--- src/rtl/bitio_pkg.sv ---
package bitio_pkg;
  typedef enum logic [1:0] {
    ACC_IDLE  = 2'd0,
    ACC_READ  = 2'd1,
    ACC_WRITE = 2'd2
  } acc_kind_e;

  // Classify the current bus cycle from the active-low controls
  function automatic acc_kind_e classify(input logic sel_n, input logic stb_n);
    if (sel_n)      return ACC_IDLE;
    else if (!stb_n) return ACC_WRITE;
    else            return ACC_READ;
  endfunction
endpackage

--- src/rtl/bitio_sync.sv ---
module bitio_sync #(
  parameter int WIDTH  = 16,
  parameter int STAGES = 2
) (
  input  logic             clk,
  input  logic             rst,
  input  logic [WIDTH-1:0] d_async,
  output logic [WIDTH-1:0] q_sync
);
  genvar g;
  generate
    for (g = 0; g < WIDTH; g++) begin : g_bit
      logic [STAGES-1:0] chain;
      always_ff @(posedge clk) begin
        if (rst) chain <= '0;
        else     chain <= {chain[STAGES-2:0], d_async[g]};
      end
      assign q_sync[g] = chain[STAGES-1];
    end
  endgenerate
endmodule

--- src/rtl/bitio_rd_mux.sv ---
module bitio_rd_mux #(
  parameter int WIDTH  = 16,
  parameter int ADDR_W = 4
) (
  input  logic              clk,
  input  logic              rst,
  input  logic [WIDTH-1:0]  sync_in,
  input  logic [ADDR_W-1:0] addr,
  input  logic              sel_n,
  output logic              rd_n
);
  logic picked;

  // Logic value is the inverse of the pin; active-low line restores pin level
  assign picked = sync_in[addr];

  always_ff @(posedge clk) begin
    if (rst)        rd_n <= 1'b1;
    else if (sel_n) rd_n <= 1'b1;
    else            rd_n <= picked;
  end

  // a deselected cycle leaves the read line at its idle level
  p_rd_idle_r4: assert property (@(posedge clk) disable iff (rst)
    sel_n |=> rd_n);
endmodule

--- src/rtl/bitio_wr_bank.sv ---
module bitio_wr_bank #(
  parameter int WIDTH  = 16,
  parameter int ADDR_W = 4
) (
  input  logic              clk,
  input  logic              rst,
  input  logic              wr_en,
  input  logic [ADDR_W-1:0] addr,
  input  logic              bit_val,
  output logic [WIDTH-1:0]  store_q
);
  logic [WIDTH-1:0] hit;

  genvar g;
  generate
    for (g = 0; g < WIDTH; g++) begin : g_ff
      assign hit[g] = wr_en && (addr == ADDR_W'(g));
      always_ff @(posedge clk) begin
        if (rst)         store_q[g] <= 1'b0;
        else if (hit[g]) store_q[g] <= bit_val;
      end
    end
  endgenerate

  // no write enable, no change
  p_hold_r5: assert property (@(posedge clk) disable iff (rst)
    !wr_en |=> $stable(store_q));
  // a write alters at most one stored bit
  p_one_bit_r6: assert property (@(posedge clk) disable iff (rst)
    wr_en |=> $countones(store_q ^ $past(store_q)) <= 1);
  // reset empties the bank
  p_reset_clear_r8: assert property (@(posedge clk)
    rst |=> store_q == '0);
endmodule

--- src/rtl/bitio_module.sv ---
module bitio_module
  import bitio_pkg::*;
#(
  parameter int NUM_BITS    = 16,
  parameter int SYNC_STAGES = 2,
  localparam int ADDR_W     = $clog2(NUM_BITS)
) (
  input  logic                clk,
  input  logic                rst,
  input  logic [NUM_BITS-1:0] pin_in,
  input  logic [ADDR_W-1:0]   bit_addr,
  input  logic                mod_sel_n,
  input  logic                store_n,
  input  logic                wr_data_n,
  output logic                rd_data_n,
  output logic [NUM_BITS-1:0] pad_oe,
  output logic [NUM_BITS-1:0] pad_val
);
  acc_kind_e        kind;
  logic [NUM_BITS-1:0] sync_pins;
  logic [NUM_BITS-1:0] stored;

  assign kind = classify(mod_sel_n, store_n);

  bitio_sync #(.WIDTH(NUM_BITS), .STAGES(SYNC_STAGES)) u_sync (
    .clk(clk), .rst(rst), .d_async(pin_in), .q_sync(sync_pins));

  bitio_rd_mux #(.WIDTH(NUM_BITS), .ADDR_W(ADDR_W)) u_rd (
    .clk(clk), .rst(rst), .sync_in(sync_pins), .addr(bit_addr),
    .sel_n(mod_sel_n), .rd_n(rd_data_n));

  bitio_wr_bank #(.WIDTH(NUM_BITS), .ADDR_W(ADDR_W)) u_wr (
    .clk(clk), .rst(rst), .wr_en(kind == ACC_WRITE), .addr(bit_addr),
    .bit_val(~wr_data_n), .store_q(stored));

  // Open-collector model: enable drives a constant low
  assign pad_oe  = stored;
  assign pad_val = '0;
endmodule

--- config.mk ---
export PLATFORM = sky130hd
export DESIGN_NAME = bitio_module
export DESIGN_NICKNAME = d
export VERILOG_FILES = /design/src/rtl/bitio_pkg.sv /design/src/rtl/bitio_sync.sv /design/src/rtl/bitio_rd_mux.sv /design/src/rtl/bitio_wr_bank.sv /design/src/rtl/bitio_module.sv
export SDC_FILE = /design/constraint.sdc
export NUM_CORES = 1
export LEC_CHECK = 0
export BUFFER_PORTS_ARGS = -buffer_cell sky130_fd_sc_hd__buf_2
export CORE_MARGIN = 4
export CORE_UTILIZATION = 30
export CTS_BUF_LIST = sky130_fd_sc_hd__clkbuf_2 sky130_fd_sc_hd__clkbuf_4 sky130_fd_sc_hd__clkbuf_8
export CTS_CLUSTER_DIAMETER = 100
export DETAILED_ROUTE_END_ITERATION = 6
export PLACE_DENSITY = 0.53
export REMOVE_ABC_BUFFERS = 1
export SLEW_MARGIN = 10
export SYNTH_ARGS = -nofsm -noshare
export SYNTH_HDL_FRONTEND = slang
export SYNTH_SLANG_ARGS = --single-unit
export TNS_END_PERCENT = 10
--- constraint.sdc ---
create_clock -name clk -period 1.5 [get_ports clk]
set_clock_uncertainty 0.05 [all_clocks]
set_input_delay 0.3 -clock clk [delete_from_list [all_inputs] [get_ports clk]]
set_output_delay 0.3 -clock clk [all_outputs]
set_load 0.05 [all_outputs]
==> flow_metrics.tcl <==
set metrics [dict create \
    grt_overflow 0 \
    clkLatencyLatePin_ps 290 \
    cts.clk_slew.worst_paths_ps 90 \
    post_synth_instance_area_sq_mm 0.00181 \
    hold_viol 0 \
    min_period_ps 1310 \
    syn_to_final_growth_pct 19.2 \
    stdcell_count 292 \
    diodes 0 \
    ios 58 \
    avgViaCountPerCell 4.12 \
    ys_ff_latch 49 \
    postCtsSetupBuffers 0 \
    die_area_sq_mm 0.00733 \
    cp.arrival_ps 1430 \
    core_sq_mm 0.00589 \
    ir_drop_mv 0.668 \
    grt_pass1_wl_um 5240 \
    grt_pass1_vias 1114 \
    port_buffers 41 \
    hpwlAfterDp_um 2340 \
    cp_slowest_cell "mux4_2" \
    numCtsBuffers 5 \
    ff2ff_path_depth 3 \
    cts_max_level 2 \
    avgSynthCellArea_sq_um 10.3 \
    cts_tree "yes" \
    p_per_area_mw_per_mm2 1180 \
    start_util_pct 30.7 \
    max_freq_ghz 0.766 \
    cp_max_fo 1 \
    period_share_pct 87.0 \
    yosysWarnings 0 \
    utilization_pct 36.6 \
    ys_types 26 \
    finalSetupViolCount 0 \
    routedWlPerCell_um 10.9 \
    final_common_cell "dfxtp_1" \
    drtPass1Iterations 4 \
    syn_inst 175 \
    post_cts_resized 0 \
    clockBufferDepth 2 \
    path_cells "mux4_2, a311oi_1, o21ai_0" \
    track_usage_pct 9.02 \
    synth_largest_area_cell "dfxtp_1" \
    dp.cells 285 \
    rsz0062_at_grt "false" \
    critPathCaptureType "flop" \
    routed_wl_um 3180 \
    rows 28 \
    drt_iter0_drc 26 \
    die_y_um 85.6 \
    root_buffer "clkbuf_8" \
    setup.worst_path.class "reg -> reg" \
    n_fill_cell 634 \
    gp_congestion 0.685 \
    yosys-top-cells-area "dfxtp_1 54%, nor2b_1 11%, a211oi_1 6.6%" \
    vias 1202 \
    final_cell_mix "49 x dfxtp_1, 41 x buf_2, 32 x nor2b_1" \
    startpoint "u_sync.g_bit[7].chain[1]" \
    slowest_delay_ps 440 \
    timing.rr.start "u_sync.g_bit[7].chain[1]" \
    ant_nets 0 \
    r2r_end "u_rd.rd_n" \
    crit_path_start_kind "flop" \
    cts.sinks 49 \
    drv_cap 0 \
    die_w_um 85.6 \
    drv_slew 0 \
    grt_max_degree 29 \
    endpoint "u_rd.rd_n" \
    status "finished, final reports clean" \
    synth_top_area_share_pct 54.3 \
    r2r_slack_ps 190 \
    drc 0 \
    antenna_found_initial 0 \
    min_path_type "in -> reg" \
    drive_gt1_share_pct 29.0 \
    crit_required_ps 1620 \
    p_leak_nw 0.894 \
    ys_seq_area_share_pct 54.3 \
    hold_buffers 0 \
    nets 242 \
]
worst min path at each step:
stage	start	slack, ps	depth (start not counted)	to
2_1_floorplan	rst	320	1	u_sync.g_bit[0].chain[0]
3_3_place_gp	u_sync.g_bit[12].chain[0]	370	1	u_sync.g_bit[12].chain[1]
3_5_place_dp	u_sync.g_bit[12].chain[0]	370	1	u_sync.g_bit[12].chain[1]
4_1_cts	pin_in[15]	150	2	u_sync.g_bit[15].chain[0]
5_1_grt	pin_in[14]	150	2	u_sync.g_bit[14].chain[0]
6_report	pin_in[6]	150	2	u_sync.g_bit[6].chain[0]
logic make-up (layout without fill, tap and decap cells):
| kind of cell | count (synthesis) | after routing | share of synthesized area [%] |
|---|---|---|---|
| AO/OA/AOI/OAI | 21 | 21 | 8.44 |
| buffers and inverters | 27 | 54 | 9.34 |
| flip-flops | 49 | 49 | 54.3 |
| multiplexers | 5 | 5 | 4.91 |
| other | 1 | 16 | 0.207 |
| AND/OR/NAND/NOR | 72 | 72 | 22.8 |
layout make-up:
class | count | area (sq um) | share of cell area, %
Inverter | 1 | 3.75 | 0.174
Sequential cell | 49 | 981 | 45.5
Multi-Input combinational cell | 114 | 714 | 33.1
Clock inverter | 2 | 38.8 | 1.80
Clock buffer | 5 | 68.8 | 3.19
Timing Repair Buffer | 46 | 255 | 11.8
Tap cell | 75 | 93.8 | 4.35
routing by layer:
| metal | track usage, % | share of wire (%) | vias to the layer above |
|---|---|---|---|
| met5 | 0 | 0 | - |
| met4 | 3.88 | 1.1 | 0 |
| met3 | 3.17 | 10 | 4 |
| met2 | 13.5 | 44 | 41 |
| met1 | 11.8 | 45 | 526 |
| li1 | - | - | 631 |
cells in the mapped netlist (all sizes together):
cell type and number:
a211oi 16, a21oi 1, a22oi 1, a311oi 1, a31oi 1, buf 18, clkbuf 8, conb 1
dfxtp 49, inv 1, mux2 1, mux2i 1, mux4 3, nand2 1, nand2b 2, nand4bb 1
nor2 28, nor2b 32, nor3 4, o21ai 1, or3 1, or4 1, or4b 2
registers in the layout, summed over array words and instances (netlist names):
| signal | cells |
|---|---|
| u_sync.g_bit.chain | 32 |
| u_wr.store_q | 16 |
| u_rd.rd_n | 1 |
where the power goes:
group	switching (mW)	internal [mW]	leakage (nW)
Combinational	0.195	0.0866	0.437
Clock	0.419	0.494	0.0546
Sequential	0.0110	1.35	0.402
stage by stage:
step | power [mW] | instance area (sq um) | hold slack [ps] | TNS, ps | worst slack (ps)
after global placement | 1.67 | 2050 | 373 | -765 | -82.3
after detailed placement | 1.67 | 2050 | 374 | -978 | -111
final | 2.55 | 2160 | 155 | 0 | 195
after floorplan | 1.57 | 1700 | 322 | 0 | 143
after global routing | 2.66 | 2160 | 148 | 0 | 93.8
after CTS | 2.58 | 2160 | 146 | 0 | 190
worst max-delay path, delay by kind of cell, from the launching register on:
family / cells / cell delay [ps]
flops: 1 / 310
compound gates: 2 / 390
mux: 1 / 440
(Power assumes the default switching activity.)
